==> config.mk <==
export PLATFORM = sky130hd
export DESIGN_NAME = rx_ring_writer
export DESIGN_NICKNAME = d
export VERILOG_FILES = /design/src/rtl/rxr_pkg.sv /design/src/rtl/rxr_index.sv /design/src/rtl/rxr_pack.sv /design/src/rtl/rx_ring_writer.sv
export SDC_FILE = /design/constraint.sdc
export NUM_CORES = 1
export LEC_CHECK = 0
export BUFFER_PORTS_ARGS = -buffer_cell sky130_fd_sc_hd__buf_2
export CAP_MARGIN = 20
export CORE_MARGIN = 2
export CORE_UTILIZATION = 50
export CTS_BUF_LIST = sky130_fd_sc_hd__clkbuf_2
export CTS_CLUSTER_SIZE = 24
export DETAILED_ROUTE_END_ITERATION = 16
export GPL_TIMING_DRIVEN = 1
export PLACE_DENSITY = 0.69
export SLEW_MARGIN = 20
export SYNTH_ARGS = -nofsm -noshare
export SYNTH_HDL_FRONTEND = slang
export SYNTH_SLANG_ARGS = --single-unit
==> constraint.sdc <==
create_clock -name clk -period 3.5 [get_ports clk]
set_input_delay 0.7 -clock clk [delete_from_list [all_inputs] [get_ports clk]]
set_output_delay 0.7 -clock clk [all_outputs]
set_load 0.005 [all_outputs]
==> src/rtl/rxr_pkg.sv <==
package rxr_pkg;

    localparam int OWN_BIT = 15;
    localparam logic [1:0] OFS_BUF  = 2'd0;
    localparam logic [1:0] OFS_FLG  = 2'd1;
    localparam logic [1:0] OFS_SIZE = 2'd2;
    localparam logic [1:0] OFS_MLEN = 2'd3;

    typedef enum logic [3:0] {
        S_IDLE, S_RD_FLG, S_CHK_FLG, S_ISS_ADR, S_GET_ADR, S_GET_LEN,
        S_FILL, S_CH_RD, S_CH_CHK, S_W_LEN, S_W_FLG, S_DROP
    } rxr_state_t;

    typedef struct packed {
        logic err;
        logic fram;
        logic ovf;
        logic crc;
        logic buff;
        logic stp;
        logic enp;
    } rxr_flags_t;

    function automatic logic [7:0] make_flags(input logic first, input logic ending,
                                              input logic crc, input logic fram,
                                              input logic ovf, input logic buff);
        rxr_flags_t f;
        f.stp  = first;
        f.enp  = ending;
        f.crc  = ending & crc;
        f.fram = ending & fram;
        f.ovf  = ending & ovf;
        f.buff = ending & buff;
        f.err  = f.crc | f.fram | f.ovf | f.buff;
        return {1'b0, f};
    endfunction

endpackage

==> src/rtl/rxr_index.sv <==
module rxr_index #(
    parameter int IDXW = 7
) (
    input  logic            clk,
    input  logic            rst,
    input  logic [2:0]      lg,
    input  logic            adv,
    output logic [IDXW-1:0] idx,
    output logic [IDXW-1:0] nxt
);
    logic [IDXW-1:0] mask;

    always_comb begin
        mask = ~({IDXW{1'b1}} << lg);
        nxt  = (idx + 1'b1) & mask;
    end

    always_ff @(posedge clk) begin
        if (rst)      idx <= '0;
        else if (adv) idx <= nxt;
    end
endmodule

==> src/rtl/rxr_pack.sv <==
module rxr_pack (
    input  logic        clk,
    input  logic        rst,
    input  logic        frame_clr,
    input  logic        buf_clr,
    input  logic        take,
    input  logic [7:0]  din,
    input  logic        last,
    output logic [15:0] bcnt,
    output logic [11:0] total,
    output logic        wr_now,
    output logic [15:0] wdata
);
    logic [7:0] hold;

    always_ff @(posedge clk) begin
        if (rst) begin
            hold  <= '0;
            bcnt  <= '0;
            total <= '0;
        end else begin
            if (frame_clr)  total <= '0;
            else if (take)  total <= total + 12'd1;
            if (buf_clr)    bcnt <= '0;
            else if (take)  bcnt <= bcnt + 16'd1;
            if (take && !bcnt[0]) hold <= din;
        end
    end

    always_comb begin
        wr_now = take & (bcnt[0] | last);
        wdata  = bcnt[0] ? {hold, din} : {din, 8'h00};
    end
endmodule

==> src/rtl/rx_ring_writer.sv <==
module rx_ring_writer
    import rxr_pkg::*;
#(
    parameter int AW   = 15,
    parameter int IDXW = 7
) (
    input  logic          clk,
    input  logic          rst,
    input  logic [AW-1:0] ring_base,
    input  logic [2:0]    ring_lg,
    input  logic          in_valid,
    input  logic [7:0]    in_data,
    input  logic          in_last,
    input  logic          in_crc_err,
    input  logic          in_fram_err,
    input  logic          in_ovf_err,
    output logic          in_ready,
    output logic          mem_req,
    output logic          mem_we,
    output logic [AW-1:0] mem_addr,
    output logic [15:0]   mem_wdata,
    input  logic [15:0]   mem_rdata,
    output logic          rx_int,
    output logic          miss
);
    rxr_state_t      st;
    logic [IDXW-1:0] idx, nxt;
    logic [AW-1:0]   desc_cur, desc_nxt, buf_word;
    logic [15:0]     bsize, bcnt, wdata;
    logic [11:0]     total;
    logic [7:0]      cur_hi, nxt_hi;
    logic            first, ending, e_crc, e_fram, e_ovf, e_buff;
    logic            take, wr_now, own_seen;

    assign in_ready = (st == S_FILL) || (st == S_DROP);
    assign take     = in_valid & in_ready;
    assign own_seen = mem_rdata[OWN_BIT];
    assign desc_cur = ring_base + AW'({idx, 2'b00});
    assign desc_nxt = ring_base + AW'({nxt, 2'b00});

    rxr_index #(.IDXW(IDXW)) u_index (
        .clk(clk), .rst(rst), .lg(ring_lg), .adv(st == S_W_FLG),
        .idx(idx), .nxt(nxt)
    );

    rxr_pack u_pack (
        .clk(clk), .rst(rst),
        .frame_clr((st == S_CHK_FLG) && own_seen),
        .buf_clr(st == S_GET_LEN),
        .take(take), .din(in_data), .last(in_last),
        .bcnt(bcnt), .total(total), .wr_now(wr_now), .wdata(wdata)
    );

    always_comb begin
        mem_req   = 1'b0;
        mem_we    = 1'b0;
        mem_addr  = '0;
        mem_wdata = '0;
        case (st)
            S_RD_FLG: begin
                mem_req  = 1'b1;
                mem_addr = desc_cur + AW'(OFS_FLG);
            end
            S_CHK_FLG: if (own_seen) begin
                mem_req  = 1'b1;
                mem_addr = desc_cur + AW'(OFS_BUF);
            end
            S_ISS_ADR: begin
                mem_req  = 1'b1;
                mem_addr = desc_cur + AW'(OFS_BUF);
            end
            S_GET_ADR: begin
                mem_req  = 1'b1;
                mem_addr = desc_cur + AW'(OFS_SIZE);
            end
            S_FILL: if (wr_now) begin
                mem_req   = 1'b1;
                mem_we    = 1'b1;
                mem_addr  = buf_word + AW'(bcnt[15:1]);
                mem_wdata = wdata;
            end
            S_CH_RD: begin
                mem_req  = 1'b1;
                mem_addr = desc_nxt + AW'(OFS_FLG);
            end
            S_W_LEN: begin
                mem_req   = 1'b1;
                mem_we    = 1'b1;
                mem_addr  = desc_cur + AW'(OFS_MLEN);
                mem_wdata = {4'b0000, total};
            end
            S_W_FLG: begin
                mem_req   = 1'b1;
                mem_we    = 1'b1;
                mem_addr  = desc_cur + AW'(OFS_FLG);
                mem_wdata = {make_flags(first, ending, e_crc, e_fram, e_ovf, e_buff), cur_hi};
            end
            default: ;
        endcase
    end

    always_ff @(posedge clk) begin
        if (rst) begin
            st       <= S_IDLE;
            buf_word <= '0;
            bsize    <= '0;
            cur_hi   <= '0;
            nxt_hi   <= '0;
            first    <= 1'b0;
            ending   <= 1'b0;
            e_crc    <= 1'b0;
            e_fram   <= 1'b0;
            e_ovf    <= 1'b0;
            e_buff   <= 1'b0;
            rx_int   <= 1'b0;
            miss     <= 1'b0;
        end else begin
            rx_int <= 1'b0;
            miss   <= 1'b0;
            case (st)
                S_IDLE:   if (in_valid) st <= S_RD_FLG;
                S_RD_FLG: st <= S_CHK_FLG;
                S_CHK_FLG: begin
                    if (own_seen) begin
                        cur_hi <= mem_rdata[7:0];
                        first  <= 1'b1;
                        ending <= 1'b0;
                        e_crc  <= 1'b0;
                        e_fram <= 1'b0;
                        e_ovf  <= 1'b0;
                        e_buff <= 1'b0;
                        st     <= S_GET_ADR;
                    end else begin
                        miss <= 1'b1;
                        st   <= S_DROP;
                    end
                end
                S_ISS_ADR: st <= S_GET_ADR;
                S_GET_ADR: begin
                    buf_word <= AW'(mem_rdata >> 1);
                    st       <= S_GET_LEN;
                end
                S_GET_LEN: begin
                    bsize <= -mem_rdata;
                    st    <= S_FILL;
                end
                S_FILL: if (take) begin
                    if (in_last) begin
                        e_crc  <= in_crc_err;
                        e_fram <= in_fram_err;
                        e_ovf  <= in_ovf_err;
                        ending <= 1'b1;
                        st     <= S_W_LEN;
                    end else if (bcnt + 16'd1 == bsize) begin
                        st <= S_CH_RD;
                    end
                end
                S_CH_RD: st <= S_CH_CHK;
                S_CH_CHK: begin
                    if (own_seen) begin
                        nxt_hi <= mem_rdata[7:0];
                        st     <= S_W_FLG;
                    end else begin
                        e_buff <= 1'b1;
                        ending <= 1'b1;
                        st     <= S_W_LEN;
                    end
                end
                S_W_LEN: st <= S_W_FLG;
                S_W_FLG: begin
                    first <= 1'b0;
                    if (ending) begin
                        rx_int <= 1'b1;
                        st     <= e_buff ? S_DROP : S_IDLE;
                    end else begin
                        cur_hi <= nxt_hi;
                        st     <= S_ISS_ADR;
                    end
                end
                S_DROP: if (take && in_last) st <= S_IDLE;
                default: st <= S_IDLE;
            endcase
        end
    end
endmodule

**Yosys cells after proc, flatten, opt, wreduce, memory -nomap -nowiden**

Cells that the tools add are included.
Widths: inputs -> output; s select.

- Register bits: 102
- Input port bits: 49
- Logic and storage cells: 129

- Add/subtract/negate cells: 11
- Equal/unequal tests: 20
- Shifts and indexed selects: 1
- Muxes and demuxes: 42
- Bitwise operators: 14
- Reductions and logical operators: 24

Operators by type and width:

| operator | number |
|---|---|
| $pmux 15 s7 | 1 |
| $pmux 16 s3 | 1 |
| $pmux 4 s12 | 1 |
| $mux 16 | 2 |
| $mux 4 | 8 |
| $add 15x1->15 const B | 2 |
| $add 15x2->15 const B | 2 |
| $add 15x9->15 | 2 |
| $mux 15 | 2 |
| $add 16x1->16 const B | 1 |
| $eq 16x16->1 | 1 |
| $eq 4x3->1 const B | 4 |
| $eq 4x4->1 const B | 4 |
| $mux 8 | 2 |
| $neg 16->16 | 1 |
| $pmux 8 s2 | 1 |
| $add 15x15->15 | 1 |
| $mux 1 | 15 |
| $add 12x1->12 const B | 1 |
| $ne 2x2->1 const B | 6 |
| $pmux 1 s2 | 6 |
| $reduce_or 2->1 | 6 |
| $eq 4x2->1 const B | 2 |
| $reduce_and 4->1 | 2 |
| other kinds (22) | 38 |

**Longest topological paths before layout**

- Word-level depth: 6
- Gate-level depth with buffers: 14

**Hierarchy**

Synthesis repeated with hierarchy kept, for this count alone.

- Cells, all modules: 1117
- Area, all modules: 8366.8 um2

Modules (own cells, without submodules):

| module | instances | cells each | area each (um2) | seq. area each (um2) |
|---|---|---|---|---|
| rx_ring_writer | 1 | 859 | 6192.2 | 1181.1 |
| rxr_pack | 1 | 194 | 1680.4 | 720.7 |
| rxr_index | 1 | 64 | 494.2 | 140.1 |

**Least setup slack after synthesis**

OpenSTA, ideal clock, no wires.

- Kind: in2out
- From: input port ring_base[2]
- To: output port mem_addr[14]
- Arrival time: 3006 ps
- Data required time: 2800 ps
- Path slack: -206 ps
- Cell stages on the path: 12
- Buffers on the path: 1
- Cell sequence: ha_1 inv_1 fa_1 nand2b_1 a21oi_2 xnor2_1 or3_1 buf_4 nor3_4 a311oi_1 a311oi_1 o211ai_1

- Word-level cells in the longest chain between the ends: 3

RTL lines:

| element | RTL line | RTL |
|---|---|---|
| from (decl) | rx_ring_writer.sv:9 | `input logic [AW-1:0] ring_base,` |
| $add 15x9->15 (on tied branches) | rx_ring_writer.sv:38, rx_ring_writer.sv:39 |  |
| $add 15x1->15 (tied with other cells) | rx_ring_writer.sv:62, rx_ring_writer.sv:95 |  |
| $pmux 15 s7 (*) | rx_ring_writer.sv:59 | `case (st)` |
| to (decl) | rx_ring_writer.sv:20 | `output logic [AW-1:0] mem_addr,` |

Mark *: on every way between the ends. The rest lies on a longest branch, timed or not.

**Worst setup path in the final report**

- From: register u_index.idx[0]
- To: output port mem_addr[14]

- Word-level cells in the longest chain between the ends: 5

RTL lines:

| element | RTL line | RTL |
|---|---|---|
| from (decl) | rxr_index.sv:8 | `output logic [IDXW-1:0] idx,` |
| from (signal assigned) | rxr_index.sv:20 | `else if (adv) idx <= nxt;` |
| $add 7x1->7 | rxr_index.sv:15 | `nxt = (idx + 1'b1) & mask;` |
| $and 7x7->7 | rxr_index.sv:15 |  |
| $add 15x9->15 | rx_ring_writer.sv:39 | `assign desc_nxt = ring_base + AW'({nxt, 2'b00});` |
| $add 15x1->15 | rx_ring_writer.sv:84 | `mem_addr = desc_nxt + AW'(OFS_FLG);` |
| $pmux 15 s7 (*) | rx_ring_writer.sv:59 |  |

Marked as above.

==> metrics.cfg <==
[layout]
area_delta_synth_final_pct=21.6
stdcell_count=1377
final_nets=1270
drive_gt1_share_pct=23.5
nFillCells=1420
utilization_pct=62.3

[worst_setup_path]
cpMaxStageDelayCell=dfxtp_4
cp-end-kind=output pin
startpoint_type=flop
crit_family=simple AND/OR/NAND/NOR gates
critPathMaxStageDelay_ns=0.46
reg2reg_to=st[3]$_SDFFE_PP0P_
crit_path_cell_trace=ha_4, inv_2, fa_2, buf_4, buf_6, xor2_4, nor3b_4, nand2_2, buf_6, nor3_4, a311oi_1, a311oi_1, o211ai_1, buf_2
crit_path_max_fanout=5
worst_r2r_path_depth=9
crit_buf_inv=5
worstPathRequired_ns=2.80
reg2reg_slack_ns=0.68
cp.depth=14
cp.arrival_ns=3.48
crit-reg2reg-launch=u_pack.bcnt[1]$_SDFFE_PP0P_
path_class=reg -> out
crit_start=u_index.idx[0]$_SDFFE_PP0N_

[yosys]
synth_compound_area_share_pct=22.7
synth_simple_gate_area_share_pct=27.3
avgSynthCellArea_sq_um=7.52
synth_top_family_by_area=simple AND/OR/NAND/NOR gates
yosys_warnings=0
synth_mux_area_share_pct=2.05
seq_area_frac_synth_pct=26.2
synth_cell_types=83
syn_area_sq_um=7790
synth_xor_area_share_pct=11.2
synthesis.nets=1124
ys_async_sr_fraction_pct=0
synthFlopType=dfxtp_1
synth_top_area_share_pct=26.2
ys_top_cells_by_area=dfxtp_1 26%, nand2_1 7.7%, a21oi_1 6.3%
netlist_instances=1037
synth_edf_count=0
ys_ff_latch=102
synth_largest_area_cell=dfxtp_1
synth_fa_ha_area_share_pct=6.39

[clock_tree]
cts_buffers=9
cts_tree=done
clkSinkCount=102
cts.path.max_buffers=2
cts_max_level=3
hold_buffers=0
clkSlewWorstSetupHoldPaths_ns=0.31
cts_root_buffer=clkbuf_2
clk_latency_ns=0.64

[pwr]
clkPwrFrac_pct=15.8
sw_frac_of_total_pct=41.9
ir_drop_uv=184
powerDensity_nw_per_um2=376
leakagePower_uw=0.00390
power_frac_seq_pct=37.4
p_int_uw=2070
switchingPower_uw=1490
power_frac_comb_pct=46.9

[floorplanning]
die_y_microns=129
rows=45
start_util_pct=51.3
die_w_microns=129
die_area_sq_um=16600
design.core.area_sq_um=15200
ios=85

[detailed_routing]
dr.pass1.iters=6
drt-total-wl_mm=23.0
met1_length_mm=10.5
top_layer_used=met4
via_per_inst=5.86
vias=8066
drt_iter0_drc=706
wl_met3_mm=1.30
wire_per_inst_microns=16.7
met2_length_mm=10.9
drc=0
ant_nets=0

[place]
gp_congestion=0.934
io_buffers=84
dpl.hpwl_mm=17.4
dp.cells=1346

[sta]
skew_ns=0.0411
fin_crit_sh_pct=119
finalHoldViolCount=0
min_period_ns=4.18
setup_violations=11
finalSetupTns_ns=-6.21
slew_violations=0
worst_pin_slew_ns=0.715
layout_setup_ws_ns=-0.680
fmax_mhz=239
rsz0062_at_grt=true
slew_headroom_pct=51.6

[hold_path]
whs_endpoint=e_fram$_SDFFE_PP0P_
hp-class=in -> reg
hold_path_startpoint=in_fram_err
whs_path_depth=3

[global_routing]
grt_pass1_wl_mm=37.0
gr-total-overflow=0
grt_util_all_layers_pct=27.9
grt_pass1_vias=7335
antenna_found_initial=1
grt_max_degree=30

[outcome]
status=complete, but fails checks
violations=setup timing

[flow_run]
cap_violations=0

[cell families (layout without fill, tap and decap cells)]
kind of cell               count (synthesis)  in the layout
muxes                                     16             16
DFF                                      102            102
adders and majority gates                 38             38
other                                      0              1
xor gates and xnor gates                  95             95
AOI/OAI and AO/OA                        264            264
buffers and inverters                     82            232
and+or+nand+nor                          440            441
[what timing repair did]
item	in CTS	in global routing
resized for setup	28	15
gates cloned	1	0
endpoints found under the setup margin	14	24
pin swaps	26	8
setup buffers	8	5
[cells in the final DEF (no fill, tap or decap), drive strengths merged, types with 5 or more instances in the layout]
cell type	n
and3	18
nand2b	11
nand4	8
inv	24
nor2b	7
buf	195
a21o	8
a311oi	11
nor3b	6
o21ai	36
a31oi	15
o31ai	8
a222oi	9
o211ai	8
ha	35
o221ai	5
nand2	161
o21bai	6
xor2	42
nor4	15
dfxtp	102
mux2i	16
a22oi	8
or3	9
and2	14
xnor2	53
o21a	7
nor2	107
nand3	35
a21oi	100
clkbuf	9
nor3	28
[final cells by class]
class                      instances  area (sq um)  share of cell area, %
multi-input combinational        854          5700                   60.1
sequential                       102          2050                   21.6
timing repair buffer             195          1300                   13.7
tap                              188           235                   2.48
inverter                          21          78.8                  0.832
clock inverter                     7          63.8                  0.674
clock buffer                       9          45.0                  0.475
antenna                            1          2.50                 0.0264
[cells in the mapped netlist, types with 6 or more instances]
cell type	number
nand2_1	160
nor2_1	105
dfxtp_1	102
a21oi_1	98
xnor2_1	51
clkbuf_1	47
xor2_1	40
ha_1	35
nand3_1	35
o21ai_0	33
nor3_1	26
inv_1	20
and3_1	18
mux2i_1	16
a31oi_1	15
and2_1	14
a311oi_1	11
nand2b_1	11
nor4_1	11
a222oi_1	9
or3_1	9
a21o_1	8
a22oi_1	8
buf_2	8
nand4_1	8
o211ai_1	8
nor2b_1	7
o21a_1	7
o31ai_1	7
nor3b_1	6
o21bai_1	6
[power by group through the flow]
stage | clock network (uW) | logic (uW) | registers, uW
global placement | 0 | 1540 | 1350
finish | 562 | 1670 | 1330
floorplan | 0 | 997 | 1320
global route | 622 | 1830 | 1340
detailed placement | 0 | 1550 | 1350
CTS | 576 | 1600 | 1330
[how the worst max path moves through the flow]
| stage | endpoint | slack (ns) |
|---|---|---|
| floorplan | mem_addr[14] | -0.02 |
| global placement | mem_addr[11] | -0.37 |
| detailed placement | mem_addr[10] | -0.41 |
| CTS | mem_addr[10] | -0.67 |
| global route | mem_addr[12] | -0.87 |
| finish | mem_addr[14] | -0.68 |
[sequential cells by signal, summed over array words and instances (netlist names)]
signal / cells
bsize: 16
u_pack.bcnt: 16
buf_word: 15
u_pack.total: 12
cur_hi: 8
nxt_hi: 8
u_pack.hold: 8
u_index.idx: 7
st: 4
e_buff: 1
e_crc: 1
e_fram: 1
e_ovf: 1
ending: 1
first: 1
miss: 1
rx_int: 1
[tightest hold or removal path, cell delays in order]
cell and delay [ns]:
buf_2 0.10, nand3_1 0.05, a21oi_1 0.06
[layer usage]
layer	GRT usage, %	up-vias
met1	38.7	3791
li1	-	4017
met5	0	-
met4	6.78	0
met3	4.74	29
met2	45.3	229
[metrics by stage]
stage               hold WS, ns  cell area, sq um  worst slack, ns  power, uW
floorplan                 0.436              7870          -0.0215       2320
global placement          0.443              9060           -0.368       2890
detailed placement        0.450              9060           -0.406       2900
CTS                       0.219              9350           -0.671       3500
global route              0.174              9470           -0.867       3790
finish                    0.265              9470           -0.680       3570
(Power assumes the default switching activity.)
